$ cat src/rtl/pwr_mode_pkg.sv
package pwr_mode_pkg;
  typedef enum logic [1:0] {
    M_AWAKE = 2'b00,
    M_LIGHT = 2'b01,
    M_DEEP  = 2'b10
  } pmode_t;

  typedef struct packed {
    logic lf;
    logic sys;
    logic hf;
  } clk_en_t;
endpackage

$ cat src/rtl/pwr_req_merge.sv
module pwr_req_merge #(
  parameter int N_EXT   = 2,
  parameter int N_FORCE = 3
) (
  input  logic               wake_req,
  input  logic               uart_clk_req,
  input  logic [N_EXT-1:0]   ext_clk_req,
  input  logic [N_FORCE-1:0] force_awake,
  output logic               wake_any,
  output logic               ext_any,
  output logic               force_any
);
  assign wake_any  = wake_req | uart_clk_req;
  assign ext_any   = |ext_clk_req;
  assign force_any = |force_awake;
endmodule

$ cat src/rtl/pwr_mode_next.sv
module pwr_mode_next
  import pwr_mode_pkg::*;
(
  input  pmode_t cur,
  input  logic   force_any,
  input  logic   wake_any,
  input  logic   idle_req,
  input  logic   ext_any,
  input  logic   deep_en,
  output pmode_t nxt
);
  logic deep_ok;
  assign deep_ok = deep_en & ~ext_any;

  always_comb begin
    nxt = cur;
    if (force_any) begin
      nxt = M_AWAKE;
    end else begin
      case (cur)
        M_AWAKE: begin
          if (!wake_any && idle_req) nxt = deep_ok ? M_DEEP : M_LIGHT;
        end
        M_LIGHT: begin
          if (wake_any)     nxt = M_AWAKE;
          else if (deep_ok) nxt = M_DEEP;
        end
        M_DEEP: begin
          if (wake_any)     nxt = M_AWAKE;
          else if (ext_any) nxt = M_LIGHT;
        end
        default: nxt = M_AWAKE;
      endcase
    end
  end
endmodule

$ cat src/rtl/pwr_clk_decode.sv
module pwr_clk_decode
  import pwr_mode_pkg::*;
#(
  parameter int N_PERIPH = 4
) (
  input  pmode_t              m,
  input  logic [N_PERIPH-1:0] periph_req,
  output clk_en_t             en,
  output logic [N_PERIPH-1:0] periph_en
);
  always_comb begin
    en.lf  = 1'b1;
    en.sys = (m != M_DEEP);
    en.hf  = (m == M_AWAKE);
  end

  for (genvar g = 0; g < N_PERIPH; g++) begin : g_periph
    always_comb begin
      case (m)
        M_AWAKE: periph_en[g] = 1'b1;
        M_LIGHT: periph_en[g] = periph_req[g];
        default: periph_en[g] = 1'b0;
      endcase
    end
  end
endmodule

$ cat src/rtl/pwr_mode_ctrl.sv
module pwr_mode_ctrl
  import pwr_mode_pkg::*;
#(
  parameter int N_EXT    = 2,
  parameter int N_FORCE  = 3,
  parameter int N_PERIPH = 4
) (
  input  logic                clk,
  input  logic                rst,
  input  logic                idle_req,
  input  logic                wake_req,
  input  logic                uart_clk_req,
  input  logic [N_EXT-1:0]    ext_clk_req,
  input  logic                deep_en,
  input  logic [N_FORCE-1:0]  force_awake,
  input  logic [N_PERIPH-1:0] periph_req,
  output logic [1:0]          mode,
  output logic                en_lf,
  output logic                en_sys,
  output logic                en_hf,
  output logic [N_PERIPH-1:0] periph_en
);
  localparam logic [N_PERIPH-1:0] PERIPH_ALL = '1;

  logic wake_any, ext_any, force_any;
  pmode_t mode_q, mode_d;
  clk_en_t en_d, en_q;
  logic [N_PERIPH-1:0] periph_d, periph_q;

  pwr_req_merge #(.N_EXT(N_EXT), .N_FORCE(N_FORCE)) u_merge (
    .wake_req(wake_req), .uart_clk_req(uart_clk_req),
    .ext_clk_req(ext_clk_req), .force_awake(force_awake),
    .wake_any(wake_any), .ext_any(ext_any), .force_any(force_any)
  );

  pwr_mode_next u_next (
    .cur(mode_q), .force_any(force_any), .wake_any(wake_any),
    .idle_req(idle_req), .ext_any(ext_any), .deep_en(deep_en),
    .nxt(mode_d)
  );

  pwr_clk_decode #(.N_PERIPH(N_PERIPH)) u_dec (
    .m(mode_d), .periph_req(periph_req), .en(en_d), .periph_en(periph_d)
  );

  always_ff @(posedge clk) begin
    if (rst) begin
      mode_q   <= M_AWAKE;
      en_q     <= '{lf: 1'b1, sys: 1'b1, hf: 1'b1};
      periph_q <= PERIPH_ALL;
    end else begin
      mode_q   <= mode_d;
      en_q     <= en_d;
      periph_q <= periph_d;
    end
  end

  assign mode      = mode_q;
  assign en_lf     = en_q.lf;
  assign en_sys    = en_q.sys;
  assign en_hf     = en_q.hf;
  assign periph_en = periph_q;

  p_force_wins_r2: assert property (@(posedge clk) disable iff (rst)
    (|force_awake) |=> (mode == 2'b00));

  p_deep_guard_r3: assert property (@(posedge clk) disable iff (rst)
    ((mode != 2'b10) && !force_any && (mode_d == M_DEEP)) |-> (deep_en && !(|ext_clk_req)));

  p_deep_exit_light_r5: assert property (@(posedge clk) disable iff (rst)
    ((mode == 2'b10) && (|ext_clk_req) && !wake_req && !uart_clk_req && !(|force_awake))
    |=> (mode == 2'b01));

  p_wake_return_r6: assert property (@(posedge clk) disable iff (rst)
    ((wake_req || uart_clk_req) && (mode != 2'b00)) |=> (mode == 2'b00));

  p_deep_clocks_r7: assert property (@(posedge clk) disable iff (rst)
    (mode == 2'b10) |-> (en_lf && !en_sys && !en_hf && (periph_en == '0)));

  p_awake_clocks_r7: assert property (@(posedge clk) disable iff (rst)
    (mode == 2'b00) |-> (en_lf && en_sys && en_hf && (periph_en == PERIPH_ALL)));

  p_legal_code_r8: assert property (@(posedge clk) disable iff (rst)
    mode != 2'b11);

  p_awake_hold_r9: assert property (@(posedge clk) disable iff (rst)
    ((mode == 2'b00) && !idle_req && !(|force_awake)) |=> (mode == 2'b00));
endmodule

$ cat config.mk
export PLATFORM = sky130hd
export DESIGN_NAME = pwr_mode_ctrl
export DESIGN_NICKNAME = d
export VERILOG_FILES = /design/src/rtl/pwr_mode_pkg.sv /design/src/rtl/pwr_req_merge.sv /design/src/rtl/pwr_mode_next.sv /design/src/rtl/pwr_clk_decode.sv /design/src/rtl/pwr_mode_ctrl.sv
export SDC_FILE = /design/constraint.sdc
export NUM_CORES = 1
export LEC_CHECK = 0
export BUFFER_PORTS_ARGS = -buffer_cell sky130_fd_sc_hd__buf_4
export CAP_MARGIN = 20
export CELL_PAD_IN_SITES_DETAIL_PLACEMENT = 1
export CELL_PAD_IN_SITES_GLOBAL_PLACEMENT = 2
export CORE_UTILIZATION = 19
export CTS_CLUSTER_SIZE = 24
export DETAILED_ROUTE_END_ITERATION = 10
export MAX_ROUTING_LAYER = met4
export PLACE_DENSITY = 0.68
export SLEW_MARGIN = 20
export SYNTH_ARGS = -nofsm -noshare
export SYNTH_HDL_FRONTEND = slang
export SYNTH_SLANG_ARGS = --single-unit
$ cat constraint.sdc
create_clock -name clk -period 1.4 [get_ports clk]
set_clock_uncertainty 0.05 [all_clocks]
set_input_delay 0.07 -clock clk [delete_from_list [all_inputs] [get_ports clk]]
set_output_delay 0.07 -clock clk [all_outputs]
set_load 0.05 [all_outputs]
==> results.md, run 1 <==
* Status: finished, final reports clean
* Largest net degree at the start of global routing at 7
* Clk Latency, worst-skew pair at 0.25 ns
* Setup crit end kind: flip-flop
* Overflow after GRT at 0
* H-tree depth at 1
* Global-route wire length before repair at 1552 um
* Met3 wire length at 64 um
* HP Class: primary input to flip-flop
* Via density at 4.494
* Max cap viols at 0
* Worst R2R Start: mode[1]
* Core area at 0.001541 mm^2
* F_max at 809.1 MHz
* CTS tree: built
* Fin nets at 78
* Post-synth cell types at 17
* Gpl congestion at 0.7994
* Post-synth EDFFs at 0
* Yosys top cell area share at 50.00%
* Rows at 14
* Max Used Layer: met4
* Detailed Route Iter0 Violations at 2
* Area grow syn2layout at 78.13%
* Setup Viol. Count Final at 0
* Antenna violations before repair at 0
* Peak supply drop at 365.9 uV
* Tcrit/Tclk final at 88.28%
* Antenna cells at 0
* Routed wl met2 at 455 um
* Syn_nets at 47
* Seq/Total Area, Yosys at 50.00%
* Critical Path RT at 1.48 ns
* Synth Flop Type: dfxtp_1
* Tmin final at 1.236 ns
* Critical Path Source: mode[1]
* Post-Syn Area at 320.3 um^2
* Die ar. at 0.001854 mm^2
* Die width at 43.06 um
* CTS Buf Count at 3
* Setup TNS at 0 ns
* PwrDens at 834.5 mW/mm^2
* Fin util at 37.01%
* Cell taking the most area after synthesis: dfxtp_1
* Top cells by area, synth: dfxtp_1, a21o_1, nor4_4
* Hold Startpoint: wake_req
* Arrival @ worst endpoint at 1.32 ns
* Die Ht at 43.06 um
* All-Layer GR Usage at 12.37%
* Critical path peak fanout at 6
* Final slew viol count at 0
* WL final at 903 um
* Leak Pwr at 0.0002461 uW
* RSZ-0062 raised after global routing: no
* Clock sinks at 8
* Cell area after layout at 570.5 um^2
* Layout cells sized above 1 at 52.46%
* Flops & latches, synth at 8
* WL per Instance at 11.73 um
* Power Total at 476.1 uW
* Hold Fails Final Rpt at 0
* Avg Cell Area, Syn at 10.01 um^2
* CTS root buffer: clkbuf_4
* Initial Utilization at 20.78%
* Port-buffer cells at 22
* Area post-placement at 508.0 um^2
* Number of top-level pins at 24
* Maximum clock insertion buffer count at 2
* Via count at 346
* Crit path kind: flip-flop to flip-flop
* Clock-pin slew on the worst setup and hold paths at 0.05 ns
* Antenna Violating Nets Remaining at 0
* Synth Warn # at 0
* Wire length on met1 at 356 um
* FFs w/ async S/R, synth at 0%
* Number of global-route vias before repair at 360
* Syn Inst Count at 32
* TritonRoute pass-1 iters at 2
* Startpoint Class: flip-flop
* DRC violations left at 0
==> area by class of cell <==
class                      instances  area (um^2)
clock buffer                       3        22.52
fill                             192        970.9
multi-input combinational         23        152.6
sequential                         8        162.7
tap                               16        20.02
timing repair buffer              27        212.7
==> critical path: stages, from the launching register on <==
cell and delay (ns):
dfxtp_2 0.34, nand2_1 0.14, nand2_1 0.08, or4_1 0.50
==> sequential cells by signal, summed over array words and instances, names as in the netlist <==
signal,flops
en_sys,1
en_hf,1
mode,2
periph_en,4
==> synth_stat cells (all sizes together), types with 2 or more instances <==
master and count:
a21o 4, a21oi 2, dfxtp 8, nand2 3
nand4 2, nor2 2, nor4 2, or2 2
==> power by group <==
group          switching [uW]  internal [uW]
Combinational            31.0           42.5
Sequential              0.508            229
Clock                    75.4           97.9
Total                     107            369
==> worst paths after layout <==
check        endpoint  slack [ns]  cells past startpoint
min reg2reg   mode[0]        0.55                      3
max            en_sys        0.16                      3
max reg2reg    en_sys        0.16                      3
min           mode[1]        0.04                      4
==> logic make-up (layout without fill, tap and decap cells) <==
kind of cell,count (synthesis),count (layout),share of synthesized area (%)
other cells,1,1,1.171
buf+inv,1,30,2.345
compound gates,7,7,14.85
simple gates,15,15,31.64
flops,8,8,50.00
==> repair_timing <==
| item | 4_1_cts | 5_1_grt |
|---|---|---|
| endpoints found under the hold margin | 4 | 0 |
| setup buffers | 0 | 0 |
| resized for setup | 0 | 0 |
| hold buffers | 4 | 0 |
| setup endpoints to repair | 0 | 0 |
==> per-stage QoR <==
stage | cells | setup WS [ns] | hold WS [ns]
2_1_floorplan | 32 | 0.08439 | 0.1303
3_3_place_gp | 70 | 0.1561 | 0.2145
3_5_place_dp | 70 | 0.1483 | 0.2205
4_1_cts | 77 | 0.1480 | 0.04090
5_1_grt | 77 | 0.06985 | 0.05544
6_report | 77 | 0.1641 | 0.04255
==> routing by layer <==
| metal | track usage (%) | up-vias |
|---|---|---|
| met5 | - | - |
| met4 | 9.091 | 0 |
| met3 | 5.106 | 4 |
| met2 | 18.79 | 15 |
| met1 | 12.69 | 155 |
| li1 | - | 172 |
==> layout by cell type, fill, tap and decap left out, drive strengths merged <==
| cell | instances |
|---|---|
| or3 | 1 |
| buf | 23 |
| dfxtp | 8 |
| nand4 | 2 |
| dlygate4sd3 | 4 |
| conb | 1 |
| a21o | 4 |
| clkbuf | 3 |
| nand2 | 3 |
| nor4b | 1 |
| a21oi | 2 |
| nor4 | 2 |
| nand3 | 1 |
| o21bai | 1 |
| nor2 | 2 |
| or4 | 1 |
| or2 | 2 |
No activity file was read; power rests on OpenSTA's default activity.
==> run 2: changes to the inputs <==
--- a/config.mk
+++ b/config.mk
@@ -9,6 +9,7 @@
 export CAP_MARGIN = 20
 export CELL_PAD_IN_SITES_DETAIL_PLACEMENT = 1
 export CELL_PAD_IN_SITES_GLOBAL_PLACEMENT = 2
+export CORE_ASPECT_RATIO = 0.9
 export CORE_UTILIZATION = 19
 export CTS_CLUSTER_SIZE = 24
 export DETAILED_ROUTE_END_ITERATION = 10
==> results.md, run 2 (synthesized netlist as in run 1, its figures left out) <==
* Max FFs per register at 4 (unchanged)
* CTS Buf Count at 3 (unchanged)
* Rows at 13 (was 14)
* Via count at 352 (was 346)
* Overflow after GRT at 0 (unchanged)
* Number of top-level pins at 24 (unchanged)
* Die ar. at 0.001854 mm^2 (about the same)
* CTS root buffer: clkbuf_4 (unchanged)
* Port-buffer cells at 22 (unchanged)
* Arrival @ worst endpoint at 1.32 ns (about the same)
* Core area at 0.001513 mm^2 (was 0.001541 mm^2)
* Cell area after layout at 578.1 um^2 (was 570.5 um^2)
* Most frequent cells in the layout: buf_4, dfxtp_1, a21o_1, dlygate4sd3_1, clkbuf_4 (unchanged)
* Clock-pin slew on the worst setup and hold paths at 0.06 ns (was 0.05 ns)
* WL final at 953 um (was 903 um)
* HP Class: primary input to flip-flop (unchanged)
* Setup ws final at 0.1508 ns (was 0.1641 ns)
* Antenna cells at 0 (unchanged)
* Fin nets at 78 (unchanged)
* F_max at 800.5 MHz (was 809.1 MHz)
* Hold Startpoint: rst (was wake_req)
* CTS tree: built (unchanged)
* Clock sinks at 8 (unchanged)
* Filler cell count at 184 (was 192)
* Setup crit end kind: flip-flop (unchanged)
* Hold-fix buffers, CTS at 4 (unchanged)
* Critical Path RT at 1.47 ns (was 1.48 ns)
* Area grow syn2layout at 80.47% (was 78.13%)
* Area post-placement at 515.5 um^2 (was 508.0 um^2)
* Layout cells sized above 1 at 52.46% (unchanged)
* Setup Viol. Count Final at 0 (unchanged)
* DP Worst Slack at 0.1101 ns (was 0.1483 ns)
* DRC violations left at 0 (unchanged)
* Most common cell after layout, fill and taps aside: buf_4 (unchanged)
* H-tree depth at 1 (unchanged)
* Tmin final at 1.249 ns (was 1.236 ns)
* Antenna violations before repair at 0 (unchanged)
* WL per Instance at 11.48 um (was 11.73 um)
* Die Ht at 40.95 um (was 43.06 um)
* Global-route wire length before repair at 1435 um (was 1552 um)
* Leak Pwr at 0.0002461 uW (unchanged)
* Hold EP: mode[0] (was mode[1])
* Final slew viol count at 0 (unchanged)
* Via density at 4.241 (was 4.494)
* Max cap viols at 0 (unchanged)
* Reg2reg end: en_sys (unchanged)
* Number of global-route vias before repair at 344 (was 360)
* Initial Utilization at 21.17% (was 20.78%)
* Tcrit/Tclk final at 89.23% (was 88.28%)
* Gpl congestion at 0.7830 (was 0.7994)
* Worst R2R Start: mode[1] (unchanged)
* PwrDens at 825.7 mW/mm^2 (was 834.5 mW/mm^2)
* Critical path peak fanout at 6 (unchanged)
* DPL Wire Length at 689.5 um
* R2r setup slk at 0.15 ns (was 0.16 ns)
* Hold path cells at 4 (unchanged)
* Detailed Route Iter0 Violations at 1 (was 2)
* Setup TNS at 0 ns (unchanged)
* TritonRoute pass-1 iters at 2 (unchanged)
* Clk Latency, worst-skew pair at 0.25 ns (about the same)
* Hold Fails Final Rpt at 0 (unchanged)
* Maximum clock insertion buffer count at 2 (unchanged)
* RSZ-0062 raised after global routing: no (unchanged)
* Startpoint Class: flip-flop (unchanged)
* Status: finished, final reports clean (unchanged)
* Largest net degree at the start of global routing at 7 (unchanged)
* Peak supply drop at 300.9 uV (was 365.9 uV)
* Worst R2R Path Depth at 3 (unchanged)
* Die width at 45.28 um (was 43.06 um)
* Cts repair resizes at 0 (unchanged)
* All-Layer GR Usage at 11.58% (was 12.37%)
* Post-CTS Setup Inserts at 0 (unchanged)
* Antenna Violating Nets Remaining at 0 (unchanged)
* Crit path kind: flip-flop to flip-flop (unchanged)
==> run 2: area by class of cell <==
| cell class | count | area [um^2] | share of cell area [%] |
|---|---|---|---|
| multi-input combinational | 23 | 152.6 | 26.41 |
| clock buffer | 3 | 22.52 | 3.896 |
| tap | 22 | 27.53 | 4.762 |
| timing repair buffer | 27 | 212.7 | 36.80 |
| sequential | 8 | 162.7 | 28.14 |
==> run 2: metrics by stage <==
| stage | cells | power, uW | utilization, % | hold slack (ns) |
|---|---|---|---|---|
| 2_1_floorplan | 32 | 259.9 | - | 0.1303 |
| 6_report | 83 | 477.3 | 38.21 | 0.03798 |
| 3_5_place_dp | 76 | 298.8 | 34.08 | 0.2184 |
| 4_1_cts | 83 | 485.3 | 38.21 | 0.03248 |
| 5_1_grt | 83 | 498.5 | 38.21 | 0.05755 |
| 3_3_place_gp | 76 | 298.7 | 34.08 | 0.2163 |
==> run 2: routing by layer <==
| layer | up-vias | track usage [%] | share of wire, % |
|---|---|---|---|
| met5 | - | - | 0 |
| met4 | 0 | 2.273 | 0 |
| met3 | 0 | 3.965 | 6.5 |
| met2 | 14 | 19.57 | 51 |
| met1 | 164 | 13.54 | 43 |
| li1 | 174 | - | - |
==> run 2: how the worst max path moves through the flow <==
stage                         startpoint     end  slack (ns)  cells after the start
after floorplan                  mode[1]  en_sys        0.08                      3
after CTS                        mode[1]  en_sys        0.15                      3
after detailed placement  force_awake[1]  en_sys        0.11                      4
after global placement    force_awake[1]  en_sys        0.15                      4
final                            mode[1]  en_sys        0.15                      3
after global routing             mode[1]  en_sys        0.10                      3
==> run 2: power by group <==
part,switching (uW),internal [uW]
Clock,75.7,97.9
Combinational,31.8,42.5
Sequential,0.508,229
Total,108,369
==> run 2: critical path, cell delays in order (launching register included) <==
cell and delay (ns):
dfxtp_2 0.34, nand2_1 0.13, nand2_1 0.09, or4_1 0.51
==> run 3: changes to the inputs <==
--- a/config.mk
+++ b/config.mk
@@ -10,11 +10,11 @@
 export CELL_PAD_IN_SITES_DETAIL_PLACEMENT = 1
 export CELL_PAD_IN_SITES_GLOBAL_PLACEMENT = 2
 export CORE_ASPECT_RATIO = 0.9
-export CORE_UTILIZATION = 19
+export CORE_UTILIZATION = 17
 export CTS_CLUSTER_SIZE = 24
 export DETAILED_ROUTE_END_ITERATION = 10
 export MAX_ROUTING_LAYER = met4
-export PLACE_DENSITY = 0.68
+export PLACE_DENSITY = 0.65
 export SLEW_MARGIN = 20
 export SYNTH_ARGS = -nofsm -noshare
 export SYNTH_HDL_FRONTEND = slang
==> constraint.sdc (replaced) <==
create_clock -name clk -period 1.05 [get_ports clk]
set_clock_uncertainty 0.05 [all_clocks]
set_input_delay 0.0525 -clock clk [delete_from_list [all_inputs] [get_ports clk]]
set_output_delay 0.0525 -clock clk [all_outputs]
set_load 0.05 [all_outputs]
==> results.md, run 3 (synthesized netlist as in run 1, its figures left out) <==
* Clock-pin slew on the worst setup and hold paths at 0.06 ns (about the same)
* Clock sinks at 8 (unchanged)
* Via density at 4.079 (was 4.241)
* Die ar. at 0.002062 mm^2 (was 0.001854 mm^2)
* CTS tree: built (unchanged)
* Max FFs per register at 4 (unchanged)
* Peak supply drop at 260.2 uV (was 300.9 uV)
* Crit path kind: flip-flop to flip-flop (unchanged)
* TritonRoute pass-1 iters at 2 (unchanged)
* PwrDens at 1006 mW/mm^2 (was 825.7 mW/mm^2)
* Setup Viol. Count Final at 6 (was 0)
* Final slew viol count at 0 (unchanged)
* Hold WS at 0.05354 ns (was 0.03798 ns)
* Maximum clock insertion buffer count at 2 (unchanged)
* F_max at 851.5 MHz (was 800.5 MHz)
* Antenna violations before repair at 0 (unchanged)
* Hold Fails Final Rpt at 0 (unchanged)
* Antenna cells at 0 (unchanged)
* Non-Filler Instances at 89 (was 83)
* CTS Buf Count at 3 (unchanged)
* Layout cells sized above 1 at 64.62% (was 52.46%)
* Fin nets at 81 (was 78)
* H-tree depth at 1 (unchanged)
* Most frequent cells in the layout: buf_4, dfxtp_1, a21o_1, dlygate4sd3_1, clkbuf_4 (unchanged)
* Tmin final at 1.174 ns (was 1.249 ns)
* DP Worst Slack at -0.1867 ns (was 0.1101 ns)
* Gpl congestion at 0.6886 (was 0.7830)
* Rows at 14 (was 13)
* All-Layer GR Usage at 11.34% (was 11.58%)
* Setup ws final at -0.1243 ns (was 0.1508 ns)
* Die Ht at 43.18 um (was 40.95 um)
* HP Class: primary input to flip-flop (unchanged)
* Initial Utilization at 18.66% (was 21.17%)
* Number of global-route vias before repair at 353 (was 344)
* Power Total at 670.6 uW (was 477.3 uW)
* DPL Wire Length at 704.5 um (was 689.5 um)
* Critical path peak fanout at 5 (was 6)
* Area grow syn2layout at 108.2% (was 80.47%)
* Clk Latency, worst-skew pair at 0.25 ns (about the same)
* WL per Instance at 10.84 um (was 11.48 um)
* CTS root buffer: clkbuf_4 (unchanged)
* Startpoint Class: flip-flop (unchanged)
* Setup crit end kind: flip-flop (unchanged)
* Fin util at 38.85% (was 38.21%)
* Die width at 47.76 um (was 45.28 um)
* Antenna Violating Nets Remaining at 0 (unchanged)
* Port-buffer cells at 22 (unchanged)
* WL final at 965 um (was 953 um)
* Critical Path RT at 1.13 ns (was 1.47 ns)
* DRC violations left at 0 (unchanged)
* Via count at 363 (was 352)
* Global-route wire length before repair at 1538 um (was 1435 um)
* Placed cell count at 80 (was 76)
* Failing checks: setup timing
* Leak Pwr at 0.0002841 uW (was 0.0002461 uW)
* Detailed Route Iter0 Violations at 3 (was 1)
* Overflow after GRT at 0 (unchanged)
* RSZ-0062 raised after global routing: yes (was no)
* Largest net degree at the start of global routing at 7 (unchanged)
* Core area at 0.001717 mm^2 (was 0.001513 mm^2)
* Max cap viols at 0 (unchanged)
* Most common cell after layout, fill and taps aside: buf_4 (unchanged)
* Tcrit/Tclk final at 111.8% (was 89.23%)
* Status: finished with violations (was finished, final reports clean)
* Number of top-level pins at 24 (unchanged)
* Arrival @ worst endpoint at 1.25 ns (was 1.32 ns)
==> run 3: path summary, 6_finish.rpt <==
path              slack, ns  cells after the start  startpoint  endpoint
hold / removal         0.05                      4     deep_en   mode[0]
setup / recovery      -0.12                      3     mode[0]    en_sys
hold reg to reg        0.58                      3     mode[1]   mode[0]
setup reg to reg      -0.12                      3     mode[0]    en_sys
==> run 3: stage by stage <==
stage	area, um^2	TNS [ns]
finish	666.9	-0.5219
global placement	554.3	-1.026
global route	666.9	-0.9471
detailed placement	554.3	-1.025
CTS	635.6	-0.6886
floorplan	344.1	-0.7098
==> run 3: area by class of cell <==
cell class / instances / area (um^2)
fill: 209 / 1050
timing repair buffer: 30 / 235.2
clock buffer: 4 / 26.28
multi-input combinational: 23 / 207.7
tap: 24 / 30.03
sequential: 8 / 167.7
==> run 3: timing repair <==
action,in CTS,in global routing
setup buffers,0,1
endpoints found under the setup margin,8,8
gates resized for setup,3,3
pin swaps,3,1
hold endpoints to repair,4,0
hold buffers,4,0
==> run 3: power by group <==
part	switching [uW]	total (uW)	internal, uW
clock network	107	253	146
registers	1.02	301	300
logic	50.6	117	66.2
==> run 3: critical path: stages, from the launching register on <==
cell	delay, ns
dfxtp_4	0.37
nand2_4	0.09
nand2_2	0.05
or4_1	0.49
==> run 3: metal layers <==
layer	track usage [%]	vias to the layer above	routed length (um)
met3	3.830	0	52
li1	-	182	-
met2	15.14	12	505
met1	14.43	169	407
met5	-	-	0
met4	6.667	0	0
